===== src/rtl/pgsup_pkg.sv =====
package pgsup_pkg;

   // Comparator fault flags grouped for the fault controller.
   typedef struct packed {
      logic ov;
      logic uv;
      logic ilim;
   } pgsup_flags_t;

   // Counter width able to hold values 0..n.
   function automatic int unsigned cnt_width(input int unsigned n);
      int unsigned w;
      w = 1;
      while ((1 << w) <= n) w++;
      return w;
   endfunction

endpackage


===== src/rtl/pgsup_sync.sv =====
module pgsup_sync #(
   parameter int unsigned STAGES  = 2,
   parameter logic        RST_VAL = 1'b1
) (
   input  logic clk,
   input  logic rst_n,
   input  logic d,
   output logic q
);

   if (STAGES < 1) begin : g_bad_stages
      $error("pgsup_sync: STAGES must be at least 1");
   end

   if (STAGES == 1) begin : g_single
      logic r_q;
      always_ff @(posedge clk or negedge rst_n) begin
         if (!rst_n) r_q <= RST_VAL;
         else        r_q <= d;
      end
      assign q = r_q;
   end else begin : g_chain
      logic [STAGES-1:0] chain_q;
      always_ff @(posedge clk or negedge rst_n) begin
         if (!rst_n) chain_q <= {STAGES{RST_VAL}};
         else        chain_q <= {chain_q[STAGES-2:0], d};
      end
      assign q = chain_q[STAGES-1];
   end

endmodule


===== src/rtl/pgsup_filter.sv =====
module pgsup_filter #(
   parameter int unsigned CYCLES  = 4,
   parameter logic        RST_VAL = 1'b0
) (
   input  logic clk,
   input  logic rst_n,
   input  logic d,
   output logic q
);
   import pgsup_pkg::*;

   localparam int unsigned CW = cnt_width(CYCLES);

   if (CYCLES < 1) begin : g_bad_cycles
      $error("pgsup_filter: CYCLES must be at least 1");
   end

   logic q_r;
   assign q = q_r;

   if (CYCLES == 1) begin : g_direct
      always_ff @(posedge clk or negedge rst_n) begin
         if (!rst_n) q_r <= RST_VAL;
         else        q_r <= d;
      end
   end else begin : g_counted
      logic [CW-1:0] run_q;
      always_ff @(posedge clk or negedge rst_n) begin
         if (!rst_n) begin
            q_r   <= RST_VAL;
            run_q <= '0;
         end else if (d == q_r) begin
            run_q <= '0;
         end else if (run_q == CW'(CYCLES - 1)) begin
            q_r   <= d;
            run_q <= '0;
         end else begin
            run_q <= run_q + 1'b1;
         end
      end
   end

   // an input that agrees with the filtered value never moves it
   p_filt_hold_r2: assert property (@(posedge clk) disable iff (!rst_n)
      (d == q_r) |=> $stable(q_r));

endmodule


===== src/rtl/pgsup_fault.sv =====
module pgsup_fault #(
   parameter int unsigned OL_CYCLES = 8
) (
   input  logic                    clk,
   input  logic                    rst_n,
   input  logic                    en,
   input  logic                    ss_done,
   input  pgsup_pkg::pgsup_flags_t flags,
   output logic                    latch_q,
   output logic                    latch_nxt,
   output logic                    inhibit_q,
   output logic                    chan_en_q
);
   import pgsup_pkg::*;

   localparam int unsigned OW = cnt_width(OL_CYCLES);

   if (OL_CYCLES < 1) begin : g_bad_ol
      $error("pgsup_fault: OL_CYCLES must be at least 1");
   end

   logic [OW-1:0] ol_run_q;
   logic          ol_set;
   logic          uv_set;

   assign ol_set    = en && flags.ilim && (ol_run_q == OW'(OL_CYCLES - 1));
   assign uv_set    = en && ss_done && flags.uv;
   assign latch_nxt = en && (latch_q || uv_set || ol_set);

   always_ff @(posedge clk or negedge rst_n) begin
      if (!rst_n) begin
         ol_run_q <= '0;
      end else if (!en || !flags.ilim) begin
         ol_run_q <= '0;
      end else if (ol_run_q != OW'(OL_CYCLES - 1)) begin
         ol_run_q <= ol_run_q + 1'b1;
      end
   end

   always_ff @(posedge clk or negedge rst_n) begin
      if (!rst_n) begin
         latch_q   <= 1'b0;
         inhibit_q <= 1'b1;
         chan_en_q <= 1'b0;
      end else begin
         latch_q   <= latch_nxt;
         inhibit_q <= flags.ov || !en || latch_nxt;
         chan_en_q <= en && !latch_nxt;
      end
   end

   // overvoltage blocks switching in the next cycle
   p_ov_inhibit_r3: assert property (@(posedge clk) disable iff (!rst_n)
      flags.ov |=> inhibit_q);

   // without overvoltage and with enable, inhibit only reflects the latch
   p_ov_release_r4: assert property (@(posedge clk) disable iff (!rst_n)
      (!flags.ov && en) |=> (inhibit_q == latch_q));

   // undervoltage after soft-start latches the chip
   p_uv_latch_r5: assert property (@(posedge clk) disable iff (!rst_n)
      (en && ss_done && flags.uv) |=> latch_q);

   // the latch holds while enabled and a low enable clears it
   p_latch_hold_r7: assert property (@(posedge clk) disable iff (!rst_n)
      (latch_q && en) |=> latch_q);
   p_latch_clear_r7: assert property (@(posedge clk) disable iff (!rst_n)
      !en |=> !latch_q);

   // a latched chip is not running and is inhibited
   p_latch_off_r8: assert property (@(posedge clk) disable iff (!rst_n)
      latch_q |-> (!chan_en_q && inhibit_q));

endmodule


===== src/rtl/pgsup_top.sv =====
module pgsup_top #(
   parameter int unsigned SYNC_STAGES    = 2,
   parameter int unsigned PG_FILT_CYCLES = 4,
   parameter int unsigned OL_CYCLES      = 8
) (
   input  logic clk,
   input  logic rst_n,
   input  logic enable,
   input  logic ss_done,
   input  logic win_above,
   input  logic win_below,
   input  logic ov_flag,
   input  logic uv_flag,
   input  logic ilim_flag,
   output logic pg_pull_low,
   output logic chan_en,
   output logic gate_inhibit,
   output logic fault_latched
);
   import pgsup_pkg::*;

   if (SYNC_STAGES < 2) begin : g_bad_sync
      $error("pgsup_top: SYNC_STAGES must be at least 2");
   end

   logic above_s;
   logic below_s;
   logic win_ok_s;
   logic win_ok_f;
   logic latch_nxt;
   logic pg_good_q;
   pgsup_flags_t flags;

   pgsup_sync #(.STAGES(SYNC_STAGES), .RST_VAL(1'b1)) u_sync_above (
      .clk(clk), .rst_n(rst_n), .d(win_above), .q(above_s));

   pgsup_sync #(.STAGES(SYNC_STAGES), .RST_VAL(1'b1)) u_sync_below (
      .clk(clk), .rst_n(rst_n), .d(win_below), .q(below_s));

   assign win_ok_s = !(above_s || below_s);

   pgsup_filter #(.CYCLES(PG_FILT_CYCLES), .RST_VAL(1'b0)) u_win_filt (
      .clk(clk), .rst_n(rst_n), .d(win_ok_s), .q(win_ok_f));

   assign flags = '{ov: ov_flag, uv: uv_flag, ilim: ilim_flag};

   pgsup_fault #(.OL_CYCLES(OL_CYCLES)) u_fault (
      .clk       (clk),
      .rst_n     (rst_n),
      .en        (enable),
      .ss_done   (ss_done),
      .flags     (flags),
      .latch_q   (fault_latched),
      .latch_nxt (latch_nxt),
      .inhibit_q (gate_inhibit),
      .chan_en_q (chan_en));

   always_ff @(posedge clk or negedge rst_n) begin
      if (!rst_n) pg_good_q <= 1'b0;
      else        pg_good_q <= win_ok_f && enable && ss_done && !latch_nxt;
   end

   assign pg_pull_low = !pg_good_q;

   // soft-start in progress keeps power-good off
   p_pg_softstart_r1: assert property (@(posedge clk) disable iff (!rst_n)
      !ss_done |=> pg_pull_low);

   // a latched fault or a disabled channel keeps power-good off
   p_pg_latch_r8: assert property (@(posedge clk) disable iff (!rst_n)
      fault_latched |-> pg_pull_low);
   p_pg_disable_r8: assert property (@(posedge clk) disable iff (!rst_n)
      !enable |=> (pg_pull_low && !chan_en && gate_inhibit));

   // a filtered window loss pulls power-good low in the next cycle
   p_pg_window_r2: assert property (@(posedge clk) disable iff (!rst_n)
      !win_ok_f |=> pg_pull_low);

endmodule


===== config.mk =====
export PLATFORM = sky130hd
export DESIGN_NAME = pgsup_top
export DESIGN_NICKNAME = d
export VERILOG_FILES = /design/src/rtl/pgsup_pkg.sv /design/src/rtl/pgsup_sync.sv /design/src/rtl/pgsup_filter.sv /design/src/rtl/pgsup_fault.sv /design/src/rtl/pgsup_top.sv
export SDC_FILE = /design/constraint.sdc
export NUM_CORES = 1
export LEC_CHECK = 0
export BUFFER_PORTS_ARGS = -buffer_cell sky130_fd_sc_hd__buf_2
export CORE_UTILIZATION = 50
export CTS_CLUSTER_DIAMETER = 40
export DETAILED_ROUTE_END_ITERATION = 10
export PLACE_DENSITY = 0.81
export SYNTH_ARGS = -nofsm -noshare
export SYNTH_HDL_FRONTEND = slang
export SYNTH_SLANG_ARGS = --single-unit

===== constraint.sdc =====
create_clock -name clk -period 1.9 [get_ports clk]
set_input_delay 0.38 -clock clk [delete_from_list [all_inputs] [get_ports clk]]
set_output_delay 0.38 -clock clk [all_outputs]
set_load 0.02 [all_outputs]

==> out/metrics.yaml <==
cts_root_buffer: "clkbuf_4"
setup_slack_ns: 0.432
cp_max_fo: 5
yosysWarnings: 0
clk_pin_slew_ns: 0.09
vias: 448
multiInputGateArea_sq_um: 246
finalHoldViolCount: 0
hold_class: "primary input to flop"
placed_cell_area_sq_um: 738
min_period_ns: 1.47
io_pins: 13
ys_top_cells_by_area: "dfrtp_1, dfstp_2, mux2i_1"
synthesis.area_sq_um: 664
yosys.area_share.simple: 0.198
maxSlewViolCount: 0
fillers: 98
criticalPathCategory: "flop to flop"
ys_seq_area_frac: 0.612
grt_max_degree: 17
dr.pass1.iters: 2
stdcell_count: 81
wl_per_cell_microns: 12.6
rsz0062_at_grt: "no"
seqCellArea_sq_um: 407
detail-route-antenna-nets: 0
fp-row-count: 12
post-place-ws_ns: 0.455
syn_avg_cell_area_sq_um: 13.0
drc: 0
clock_skew_ns: 0.00168
rr_startpoint: "u_fault.ol_run_q[0]"
r2r_setup_slack_ns: 0.43
syn-num-nets: 62
worst_pin_slew_ns: 0.325
die_area_sq_um: 1480
tns_ns: 0
diodes: 0
whs_ns: 0.184
dp_cells: 76
startpoint: "u_fault.ol_run_q[0]"
p_leak_nw: 0.363
synth_mux_area_frac: 0.0621
synth_xor_area_frac: 0
antenna_found_initial: 0
fin_area_sq_um: 785
post_cts_resized: 0
grt_pass1_vias: 408
dieWidth_microns: 38.5
grt_overflow: 0
critPathRequiredTime_ns: 2.11
insertion_delay_ns: 0.28
p_total_uw: 713
port_buffers: 12
utilization: 0.670
status: "finished clean"
cp_data_arrival_time_ns: 1.68
clockBufferDepth: 2
drt_iter0_markers: 4
endpoint_kind: "flop"
finalCritPeriodShare: 0.773
numClockSinks: 16
grt_use_total: 0.170
htreeDepth: 1
core_area_sq_um: 1170
cts_tree: "built"
setup_viol_count_final: 0
postCtsSetupRepairBufs: 0
cts_buffers: 3
ys_seq_elements: 16
synth_compound_area_frac: 0.0734
synthAdderAreaFrac: 0.0377
mostFrequentLayoutCells: "buf_2, dfrtp_1, nand3_1, dfstp_2"
place.gp.congestion: 0.736
ir_drop_mv: 0.732
synth_top_family_by_area: "simple AND/OR/NAND/NOR gates"
synthToLayoutAreaGrowth_pct: 18.1
powerDensity_nw_per_um2: 909
yosysTopAreaCell: "dfrtp_1"
hpwlAfterDp_microns: 756
ys_types: 26
yosys.area.top_type_share: 0.414
wl_mm: 1.02
layout_commonest_cell: "buf_2"
setup.worst_path.start_class: "flop"
drive_above_1_share: 0.373
fp.dieH_microns: 38.5
drv_cap: 0
hold_start: "win_below"
initial_core_util: 0.567
syn_inst: 51
routed_via_density: 5.53
max_freq_mhz: 681
num-nets-final: 79
max_slew_margin: 0.781
grt_pass1_wl_mm: 1.61
area by class of cell:
class / instances / share of cell area
flip-flops and latches: 16 / 0.518
multi-input cells: 32 / 0.314
repair buffers: 13 / 0.0893
clock buffers: 4 / 0.0463
well taps: 14 / 0.0223
inverters: 2 / 0.00957
state kept, by name (all words and copies together) (netlist names):
register	flops
u_fault.ol_run_q	4
u_win_filt.g_counted.run_q	3
u_sync_above.g_chain.chain_q	2
u_sync_below.g_chain.chain_q	2
pg_good_q	1
u_fault.chan_en_q	1
u_fault.inhibit_q	1
u_fault.latch_q	1
u_win_filt.q	1
kinds of logic (layout without fill, tap and decap cells):
| kind of cell | count (synthesis) | in the layout |
|---|---|---|
| muxes | 4 | 4 |
| and+or+nand+nor | 19 | 19 |
| DFF | 16 | 16 |
| AOI/OAI and AO/OA | 7 | 7 |
| adders and majority gates | 2 | 2 |
| buffers and inverters | 3 | 19 |
where the power goes:
part           switching, mW  internal [mW]
registers             0.0210          0.380
logic                 0.0490         0.0441
clock network          0.103          0.117
cells in the mapped netlist (all sizes together):
| cell | count |
|---|---|
| mux2 | 1 |
| clkbuf | 1 |
| nand3 | 5 |
| o211ai | 1 |
| or4 | 1 |
| a211oi | 2 |
| o31a | 1 |
| o21ai | 1 |
| ha | 2 |
| nor2b | 1 |
| and4b | 1 |
| nand4b | 1 |
| mux2i | 3 |
| or3 | 1 |
| nand4bb | 1 |
| dfstp | 5 |
| nand2b | 2 |
| a31oi | 1 |
| a21oi | 1 |
| nor2 | 1 |
| nor3 | 2 |
| and2 | 1 |
| and3b | 1 |
| nand3b | 1 |
| inv | 2 |
| dfrtp | 11 |
routing by layer:
| layer | wire length, microns | part of all wire | GRT usage | vias up |
|---|---|---|---|---|
| met5 | 0 | 0 | 0 | - |
| met4 | 34 | 0.033 | 0.155 | 0 |
| met3 | 41 | 0.040 | 0.0349 | 4 |
| met2 | 460 | 0.45 | 0.280 | 13 |
| met1 | 486 | 0.48 | 0.179 | 211 |
| li1 | - | - | - | 220 |
worst max-delay path, stage by stage, from the launching register on:
cell	delay, ns
dfrtp_1	0.42
ha_1	0.26
and4b_4	0.21
or4_4	0.50
timing repair:
| item | 4_1_cts | 5_1_grt |
|---|---|---|
| setup endpoints to repair | 0 | 0 |
| hold endpoints to repair | 11 | 0 |
| hold buffers | 1 | 0 |
path summary, 6_finish.rpt:
check,end,cells after the start
setup / recovery,u_fault.inhibit_q,3
hold / removal,u_sync_below.g_chain.chain_q[0],1
hold reg to reg,u_sync_above.g_chain.chain_q[1],0
setup reg to reg,u_fault.inhibit_q,3
min in group asynchronous,u_fault.chan_en_q,2
max in group asynchronous,u_sync_above.g_chain.chain_q[0],2
(Power assumes the default switching activity.)
